File: config.mk
export PLATFORM = sky130hd
export DESIGN_NAME = selfid_seq_parser
export DESIGN_NICKNAME = d
export VERILOG_FILES = /design/src/rtl/selfid_pkg.sv /design/src/rtl/selfid_attr_unpack.sv /design/src/rtl/selfid_port_map.sv /design/src/rtl/selfid_chain_check.sv /design/src/rtl/selfid_seq_parser.sv
export SDC_FILE = /design/constraint.sdc
export NUM_CORES = 1
export LEC_CHECK = 0
export BUFFER_PORTS_ARGS = -buffer_cell sky130_fd_sc_hd__buf_2
export CORE_AREA = 2 2 126 128
export CTS_CLUSTER_DIAMETER = 120
export DETAILED_ROUTE_END_ITERATION = 10
export DIE_AREA = 0 0 128 130
export GPL_TIMING_DRIVEN = 0
export PLACE_DENSITY = 0.75
export SYNTH_ARGS = -nofsm -noshare
export SYNTH_HDL_FRONTEND = slang
export SYNTH_HIERARCHICAL = 1
export SYNTH_SLANG_ARGS = --single-unit
File: constraint.sdc
create_clock -name clk -period 2.4 [get_ports clk]
set_clock_uncertainty 0.05 [all_clocks]
set_input_delay 0.48 -clock clk [delete_from_list [all_inputs] [get_ports clk]]
set_output_delay 0.48 -clock clk [all_outputs]
set_load 0.03 [all_outputs]
File: src/rtl/selfid_pkg.sv
package selfid_pkg;
  localparam int QUAD_W = 32;
  localparam int NODE_W = 6;
  localparam int SEQN_W = 3;

  typedef struct packed {
    logic [NODE_W-1:0] node;
    logic              link;
    logic [5:0]        gap;
    logic [1:0]        speed;
    logic              contender;
    logic [2:0]        power;
    logic              init_reset;
  } node_attr_t;

  typedef enum logic [1:0] {
    PST_ABSENT = 2'd0,
    PST_OPEN   = 2'd1,
    PST_PARENT = 2'd2,
    PST_CHILD  = 2'd3
  } port_state_e;
endpackage

File: src/rtl/selfid_attr_unpack.sv
module selfid_attr_unpack
  import selfid_pkg::*;
(
  input  logic [QUAD_W-1:0] quad,
  output node_attr_t        attr
);
  assign attr.node       = quad[29:24];
  assign attr.link       = quad[22];
  assign attr.gap        = quad[21:16];
  assign attr.speed      = quad[15:14];
  assign attr.contender  = quad[11];
  assign attr.power      = quad[10:8];
  assign attr.init_reset = quad[1];
endmodule

File: src/rtl/selfid_port_map.sv
module selfid_port_map
  import selfid_pkg::*;
#(
  parameter int MAX_QUADS = 4,
  parameter int PORTS     = MAX_QUADS * 8 - 5,
  parameter int IDX_W     = $clog2(MAX_QUADS)
) (
  input  logic [QUAD_W-1:0]  quad,
  input  logic [IDX_W-1:0]   qidx,
  input  logic               restart,
  input  logic [2*PORTS-1:0] cur,
  output logic [2*PORTS-1:0] nxt
);
  for (genvar p = 0; p < PORTS; p++) begin : g_port
    localparam int QI  = (p + 5) / 8;
    localparam int OFF = 16 - 2 * ((p + 5) % 8);
    always_comb begin
      if (int'(qidx) == QI)
        nxt[2*p +: 2] = quad[OFF +: 2];
      else if (restart)
        nxt[2*p +: 2] = PST_ABSENT;
      else
        nxt[2*p +: 2] = cur[2*p +: 2];
    end
  end
endmodule

File: src/rtl/selfid_chain_check.sv
module selfid_chain_check
  import selfid_pkg::*;
#(
  parameter int MAX_QUADS = 4,
  parameter int CNT_W     = $clog2(MAX_QUADS + 1)
) (
  input  logic [QUAD_W-1:0] quad,
  input  logic [CNT_W-1:0]  cnt,
  input  logic [SEQN_W-1:0] exp_seq,
  input  logic              last,
  output logic              is_first,
  output logic              cont,
  output logic              err,
  output logic              close
);
  logic bad_link, too_long, trunc;

  always_comb begin
    is_first = (cnt == '0);
    cont     = quad[0];
    bad_link = !is_first && (!quad[23] || (quad[22:20] != exp_seq));
    too_long = cont && (int'(cnt) == MAX_QUADS - 1);
    trunc    = cont && last;
    err      = bad_link || too_long || trunc;
    close    = !cont && !bad_link;
  end
endmodule

File: src/rtl/selfid_seq_parser.sv
module selfid_seq_parser
  import selfid_pkg::*;
#(
  parameter int MAX_QUADS = 4,
  parameter int PORTS     = MAX_QUADS * 8 - 5,
  parameter int CNT_W     = $clog2(MAX_QUADS + 1)
) (
  input  logic               clk,
  input  logic               rst_n,
  input  logic               in_valid,
  output logic               in_ready,
  input  logic [31:0]        in_data,
  input  logic               in_last,
  output logic               out_valid,
  input  logic               out_ready,
  output logic [5:0]         out_node,
  output logic               out_link_active,
  output logic [5:0]         out_gap,
  output logic [1:0]         out_speed,
  output logic               out_contender,
  output logic [2:0]         out_power,
  output logic               out_init_reset,
  output logic [CNT_W-1:0]   out_qcount,
  output logic [2*PORTS-1:0] out_ports,
  output logic               err_pulse,
  output logic [5:0]         err_node
);
  localparam int IDX_W = $clog2(MAX_QUADS);

  logic [CNT_W-1:0]   cnt_q;
  logic [SEQN_W-1:0]  seq_q;
  logic               skip_q;
  node_attr_t         attr_q, attr_dec, attr_now, out_attr_q;
  logic [2*PORTS-1:0] ports_q, ports_nxt;
  logic               take, is_first, cont, err, close;

  assign in_ready = !out_valid || out_ready;
  assign take     = in_valid && in_ready;

  selfid_attr_unpack u_attr (.quad(in_data), .attr(attr_dec));

  selfid_chain_check #(.MAX_QUADS(MAX_QUADS), .CNT_W(CNT_W)) u_chain (
    .quad(in_data), .cnt(cnt_q), .exp_seq(seq_q), .last(in_last),
    .is_first(is_first), .cont(cont), .err(err), .close(close)
  );

  selfid_port_map #(.MAX_QUADS(MAX_QUADS), .PORTS(PORTS), .IDX_W(IDX_W)) u_ports (
    .quad(in_data), .qidx(cnt_q[IDX_W-1:0]), .restart(is_first),
    .cur(ports_q), .nxt(ports_nxt)
  );

  assign attr_now = is_first ? attr_dec : attr_q;

  always_ff @(posedge clk) begin
    if (!rst_n) begin
      cnt_q      <= '0;
      seq_q      <= '0;
      skip_q     <= 1'b0;
      attr_q     <= '0;
      ports_q    <= '0;
      out_valid  <= 1'b0;
      out_attr_q <= '0;
      out_qcount <= '0;
      out_ports  <= '0;
      err_pulse  <= 1'b0;
      err_node   <= '0;
    end else begin
      err_pulse <= 1'b0;
      if (out_valid && out_ready) out_valid <= 1'b0;
      if (take) begin
        if (skip_q) begin
          if (!cont || in_last) skip_q <= 1'b0;
        end else begin
          attr_q  <= attr_now;
          ports_q <= ports_nxt;
          if (err) begin
            err_pulse <= 1'b1;
            err_node  <= in_data[29:24];
            cnt_q     <= '0;
            seq_q     <= '0;
            skip_q    <= cont && !in_last;
          end else if (close) begin
            out_valid  <= 1'b1;
            out_attr_q <= attr_now;
            out_ports  <= ports_nxt;
            out_qcount <= cnt_q + 1'b1;
            cnt_q      <= '0;
            seq_q      <= '0;
          end else begin
            cnt_q <= cnt_q + 1'b1;
            seq_q <= is_first ? '0 : seq_q + 1'b1;
          end
        end
      end
    end
  end

  assign out_node        = out_attr_q.node;
  assign out_link_active = out_attr_q.link;
  assign out_gap         = out_attr_q.gap;
  assign out_speed       = out_attr_q.speed;
  assign out_contender   = out_attr_q.contender;
  assign out_power       = out_attr_q.power;
  assign out_init_reset  = out_attr_q.init_reset;
endmodule

==> Yosys cells after proc, flatten, opt, wreduce, memory -nomap -nowiden <==
Cells that the tools add are included.
{ "totals": {"ff_bits": 166, "input_bits": 37, "output_inout_bits": 86, "word_cells": 127} }
{ "op_classes": {"addsub": 2, "eq_ne": 5, "mux": 69, "bitwise_logic": 4, "reduce_logical": 24} }
{ "op_table": {"columns": ["op", "n"], "rows": [
  ["2-bit 2-to-1 mux", 54],
  ["20-bit 2-to-1 mux", 1],
  ["3-bit 2-to-1 mux", 5],
  ["1-bit 2-to-1 mux", 9],
  ["1-bit logical AND", 7],
  ["3-bit by 1-bit adder with 3-bit output (second input constant)", 2],
  ["1-bit logical NOT", 6],
  ["1-bit logical OR", 5],
  ["2-bit equality test (second input constant)", 2],
  ["1-bit NOT", 4],
  ["4-bit AND reduction", 1],
  ["3-bit equality test (second input constant)", 1],
  ["3-bit logical NOT", 1],
  ["3-bit inequality test", 1],
  ["3-bit AND reduction", 1],
  ["3-bit OR reduction", 1],
  ["2-bit by 1-bit equality test with 1-bit output (second input constant)", 1],
  ["2-bit logical NOT", 1],
  ["2-bit AND reduction", 1]
]} }

==> Depth between registers and ports, before layout <==
{ "depth": {"ltp_word": 9, "depth_mapped": 7, "mapped_depth_nobuf": 6} }

==> Cells and area by module <==
The synthesis kept the hierarchy.
{ "modules_own_cells": {"columns": ["module", "instances", "cells_each", "area_each_um2", "seq_area_each_um2"], "rows": [
  ["selfid_seq_parser", 1, 767, 6837.8, 3323.2],
  ["selfid_port_map", 1, 142, 1156.1, 0.0],
  ["selfid_attr_unpack", 1, 20, 150.1, 0.0],
  ["selfid_chain_check", 1, 10, 85.1, 0.0]
]} }

==> Worst setup path before layout <==
No wires, ideal clock.
{ "synth_path": {"path_type": "register to register", "startpoint": "register cnt_q[0]", "endpoint": "register out_ports[0]", "setup_ns": 0.072, "t_arrival_ns": 2.062, "required_ns": 2.278, "setup_slack_ns": 0.216, "stages_incl_launch_ff": 8, "path_buffers": 2, "synth_period_minus_slack_ns": 2.184, "cell_sequence": "dfxtp_1 > nor3_2 > a41o_1 > nand2_1 > nor4b_4 > buf_6 > buf_12 > mux2i_1"} }
{ "synth_via": {"elab_chain_cells": 7, "word_cells_on_any_way": 14, "cone_classes": "1 x eq/ne; 2 x mux; 1 x bitwise; 10 x reduce/logical"} }
{ "synth_rtl": {"columns": ["element", "line_no", "text"], "rows": [
  ["from (decl)", "selfid_seq_parser.sv:30", "logic [CNT_W-1:0] cnt_q;"],
  ["from (signal assigned)", "selfid_seq_parser.sv:90", "cnt_q <= cnt_q + 1'b1;"],
  ["3-bit logical NOT", "selfid_chain_check.sv:19", "is_first = (cnt == '0);"],
  ["net is_first", "selfid_seq_parser.sv:35", "logic take, is_first, cont, err, close;"],
  ["1-bit logical NOT", "selfid_chain_check.sv:21", "bad_link = !is_first && (!quad[23] || (quad[22:20] != exp_seq));"],
  ["1-bit logical AND", "selfid_chain_check.sv:21", null],
  ["1-bit logical OR (2 in a row)", "selfid_chain_check.sv:24", "err = bad_link || too_long || trunc;"],
  ["net err", "selfid_seq_parser.sv:35", null],
  ["1-bit NOT (no source line)", null, null],
  ["4-bit AND reduction (no source line)", null, null],
  ["to (signal assigned)", "selfid_seq_parser.sv:85", "out_ports <= ports_nxt;"],
  ["to (decl)", "selfid_seq_parser.sv:24", "output logic [2*PORTS-1:0] out_ports,"]
]} }
The timed path passes the listed nets, and every way through them passes these cells.
A chain may end at the register's enable or synchronous reset.

==> Final worst setup path <==
{ "layout_path": {"startpoint": "register out_valid", "endpoint": "output port in_ready"} }
{ "layout_via": {"elab_chain_cells": 2} }
{ "layout_rtl": {"columns": ["element", "line_no", "text"], "rows": [
  ["from (decl)", "selfid_seq_parser.sv:14", "output logic out_valid,"],
  ["from (signal assigned)", "selfid_seq_parser.sv:61", "out_valid <= 1'b0;"],
  ["from (signal assigned)", "selfid_seq_parser.sv:69", "if (out_valid && out_ready) out_valid <= 1'b0;"],
  ["from (signal assigned)", "selfid_seq_parser.sv:83", "out_valid <= 1'b1;"],
  ["1-bit logical NOT", "selfid_seq_parser.sv:37", "assign in_ready = !out_valid || out_ready;"],
  ["1-bit logical OR", "selfid_seq_parser.sv:37", null],
  ["to (decl)", "selfid_seq_parser.sv:11", "output logic in_ready,"]
]} }
No other way between the ends.

==> results_dict.tcl <==
set metrics [dict create \
    status "finished, final reports clean" \
    hold_class "in -> reg" \
    nets 1115 \
    place_area_sq_um 9050 \
    final-instance-count-excl-fill 1280 \
    crit_end "in_ready" \
    synth_top_flop_cell "dfxtp_1" \
    syn_area_per_cell_sq_um 8.76 \
    grt-ovfl-total 0 \
    muxShareOfSynthArea 0.214 \
    via_count 7147 \
    power_density_nw_per_um2 697 \
    start_util 0.534 \
    min_period_ns 2.36 \
    clock-sinks 166 \
    r2r-end "out_ports[0]$_SDFFE_PN0P_" \
    diodes 0 \
    grt_pass1_vias 6603 \
    seq_area_sq_um 3320 \
    critPathMaxFanout 10 \
    synth_top_family_by_area "multiplexers" \
    numCtsBuffers 17 \
    clkLatencyLatePin_ns 0.43 \
    fill_cells 1362 \
    die-area_sq_um 16600 \
    fp.dieH_microns 130 \
    ant_nets 0 \
    crit_top_cell "buf_2" \
    cts_tree "built" \
    multi_input_area_sq_um 4250 \
    r2r_setup_slack_ns 0.20 \
    peakVddDrop_v 0.000540 \
    synth_compound_area_frac 0.0889 \
    finalInstanceArea_sq_um 9710 \
    fp.dieW_microns 128 \
    max_slew_margin 0.490 \
    path_class "reg -> out" \
    ys_async_sr_fraction 0 \
    wl_per_cell_microns 17.5 \
    syn_inst 939 \
    syn_area_sq_um 8230 \
    drv_slew 0 \
    synth_cell_types 42 \
    root_buffer "clkbuf_16" \
    setup_viol 0 \
    grtUsageTotal 0.268 \
    first_pass_iters 6 \
    finalPower_uw 6770 \
    synth_xor_area_frac 0.00319 \
    hpwl_microns 15200 \
    pin_count 123 \
    hold_viol_final 0 \
    ys_seq_elements 166 \
    grt_pass1_wl_microns 34800 \
    ff2ff_path_depth 7 \
    synthAdderAreaFrac 0.00304 \
    slowest_stage "dfxtp_1" \
    tightest_slew_ns 0.765 \
    cts.path.max_buffers 2 \
    htreeDepth 4 \
    max_cap_violations 0 \
    yosysSeqAreaShare 0.404 \
    fin_crit_sh 0.982 \
    cp-startpoint "out_valid$_SDFF_PN0_" \
    synthToLayoutAreaGrowth_pct 18.0 \
    numPortBuffers 117 \
    cpPeakStageDelay_ns 0.33 \
    synth_edf_count 0 \
    dp_cells 1248 \
    total_leakage_power_uw 0.00398 \
    r2r_start "cnt_q[0]$_SDFFE_PN0P_" \
    drc 0 \
    rows 46 \
    path_cells "nor2b_2 > buf_6 > inv_2 > buf_4 > buf_2 > buf_2" \
    drtIter0Drc 566 \
    synth-simple-area-share 0.206 \
    rsz0062_at_grt "no" \
    wirelength_microns 22400 \
    via_per_inst 5.58 \
    drive_gt1_frac 0.245 \
    syn_nets 978 \
    worst_ep_required_time_ns 1.87 \
    yosysWarnings 6 \
    coreArea_sq_um 15400 \
    gp_congestion 0.885 \
    clk_pin_slew_ns 0.06 \
    grt_antenna_before_repair 0 \
    grt_max_degree 17 \
    max_freq_mhz 424 \
    arrival_ns 1.83 \
    worst_setup_path_end_kind "output pin" \
    worst_setup_path_start_kind "register" \
]
-- logic make-up after synthesis --
group,after synthesis
DFF,166
buffers and inverters,107
adders and majority gates,2
muxes,161
AOI/OAI and AO/OA,142
and+or+nand+nor,358
xor gates and xnor gates,3
-- power breakdown --
group | internal (uW) | switching (uW) | total [uW]
combinational | 345 | 556 | 900
sequential | 2840 | 42.7 | 2880
clock | 1830 | 1160 | 2990
total | 5010 | 1760 | 6770
-- area by class of cell --
cell class | count | share of cell area
Timing Repair Buffer | 118 | 0.0611
Multi-Input combinational cell | 666 | 0.438
Inverter | 2 | 0.000773
Clock buffer | 21 | 0.0484
Buffer | 105 | 0.0678
Tap cell | 192 | 0.0247
Sequential cell | 166 | 0.342
Clock inverter | 10 | 0.0174
-- cells in the mapped netlist, drive strengths merged, types with 2 or more instances --
library cell    n  area (sq um)
a21oi          59           295
and2            2          12.5
and3            2          12.5
buf            57           478
clkbuf         48           180
dfxtp         166          3320
ha              2          25.0
mux2           58           728
mux2i         103          1030
nand2         205           769
nand2b         21           146
nand3          71           355
nand4           3          18.8
nand4b          2          32.5
nor2            2          7.51
nor2b          43           277
nor3            3          20.0
o21ai          76           380
o31ai           2          15.0
xnor2           3          26.3
-- worst max-delay path, delay by kind of cell (launching register included) --
family                 cells  cell delay, ns
buffers and inverters      5            0.89
DFF                        1            0.33
and+or+nand+nor            1            0.17
-- registers in the layout, summed over array words and instances, names as in the netlist, 2 cells and up --
signal,flops
attr_q,20
err_node,6
seq_q,3
cnt_q,3
out_gap,6
out_qcount,3
out_speed,2
out_power,3
out_node,6
ports_q,54
out_ports,54
-- cells in the final DEF, fill, tap and decap left out, drive strengths merged, types with 3 or more instances in the layout --
master	Yosys	final
a21oi	59	59
buf	57	175
bufinv	0	4
clkbuf	48	69
clkinv	1	5
dfxtp	166	166
inv	1	3
mux2	58	58
mux2i	103	103
nand2	205	205
nand2b	21	21
nand3	71	71
nand4	3	3
nor2b	43	43
nor3	3	3
o21ai	76	76
xnor2	3	3
-- metal layers --
| metal | up-vias | wire (microns) | GRT usage |
|---|---|---|---|
| met5 | - | 0 | 0 |
| li1 | 3444 | - | - |
| met3 | 52 | 1440 | 0.0558 |
| met1 | 3387 | 10000 | 0.360 |
| met2 | 264 | 10100 | 0.421 |
| met4 | 0 | 812 | 0.116 |
-- what timing repair did --
| item | in CTS | in global routing |
|---|---|---|
| hold buffers | 0 | 0 |
| pin swaps | 1 | 0 |
| cloned | 0 | 0 |
| buffers inserted | 1 | 0 |
| resized for setup | 1 | 1 |
| setup endpoints to repair | 94 | 1 |
| hold endpoints to repair | 0 | 0 |
-- worst min path at each step --
stage / startpoint / end / slack [ns] / depth (start not counted)
floorplan: attr_q[0]$_SDFFE_PN0P_ / attr_q[0]$_SDFFE_PN0P_ / 0.38 / 2
global placement: attr_q[5]$_SDFFE_PN0P_ / attr_q[5]$_SDFFE_PN0P_ / 0.39 / 2
detailed placement: out_ports[1]$_SDFFE_PN0P_ / out_ports[1]$_SDFFE_PN0P_ / 0.39 / 2
CTS: in_valid / skip_q$_SDFFE_PN0P_ / 0.22 / 2
global route: in_data[24] / err_node[0]$_SDFFE_PN0P_ / 0.26 / 3
finish: in_valid / skip_q$_SDFFE_PN0P_ / 0.24 / 2
-- metrics by stage --
stage | worst slack, ns | util | hold WS [ns] | TNS, ns
floorplan | 0.216 | - | 0.382 | 0
global placement | -0.415 | 0.587 | 0.389 | -22.71
detailed placement | -0.447 | 0.587 | 0.393 | -24.92
CTS | 0.0190 | 0.629 | 0.222 | 0
global route | 0.0209 | 0.630 | 0.255 | 0
finish | 0.0442 | 0.630 | 0.242 | 0
No activity file was read; power rests on OpenSTA's default activity.
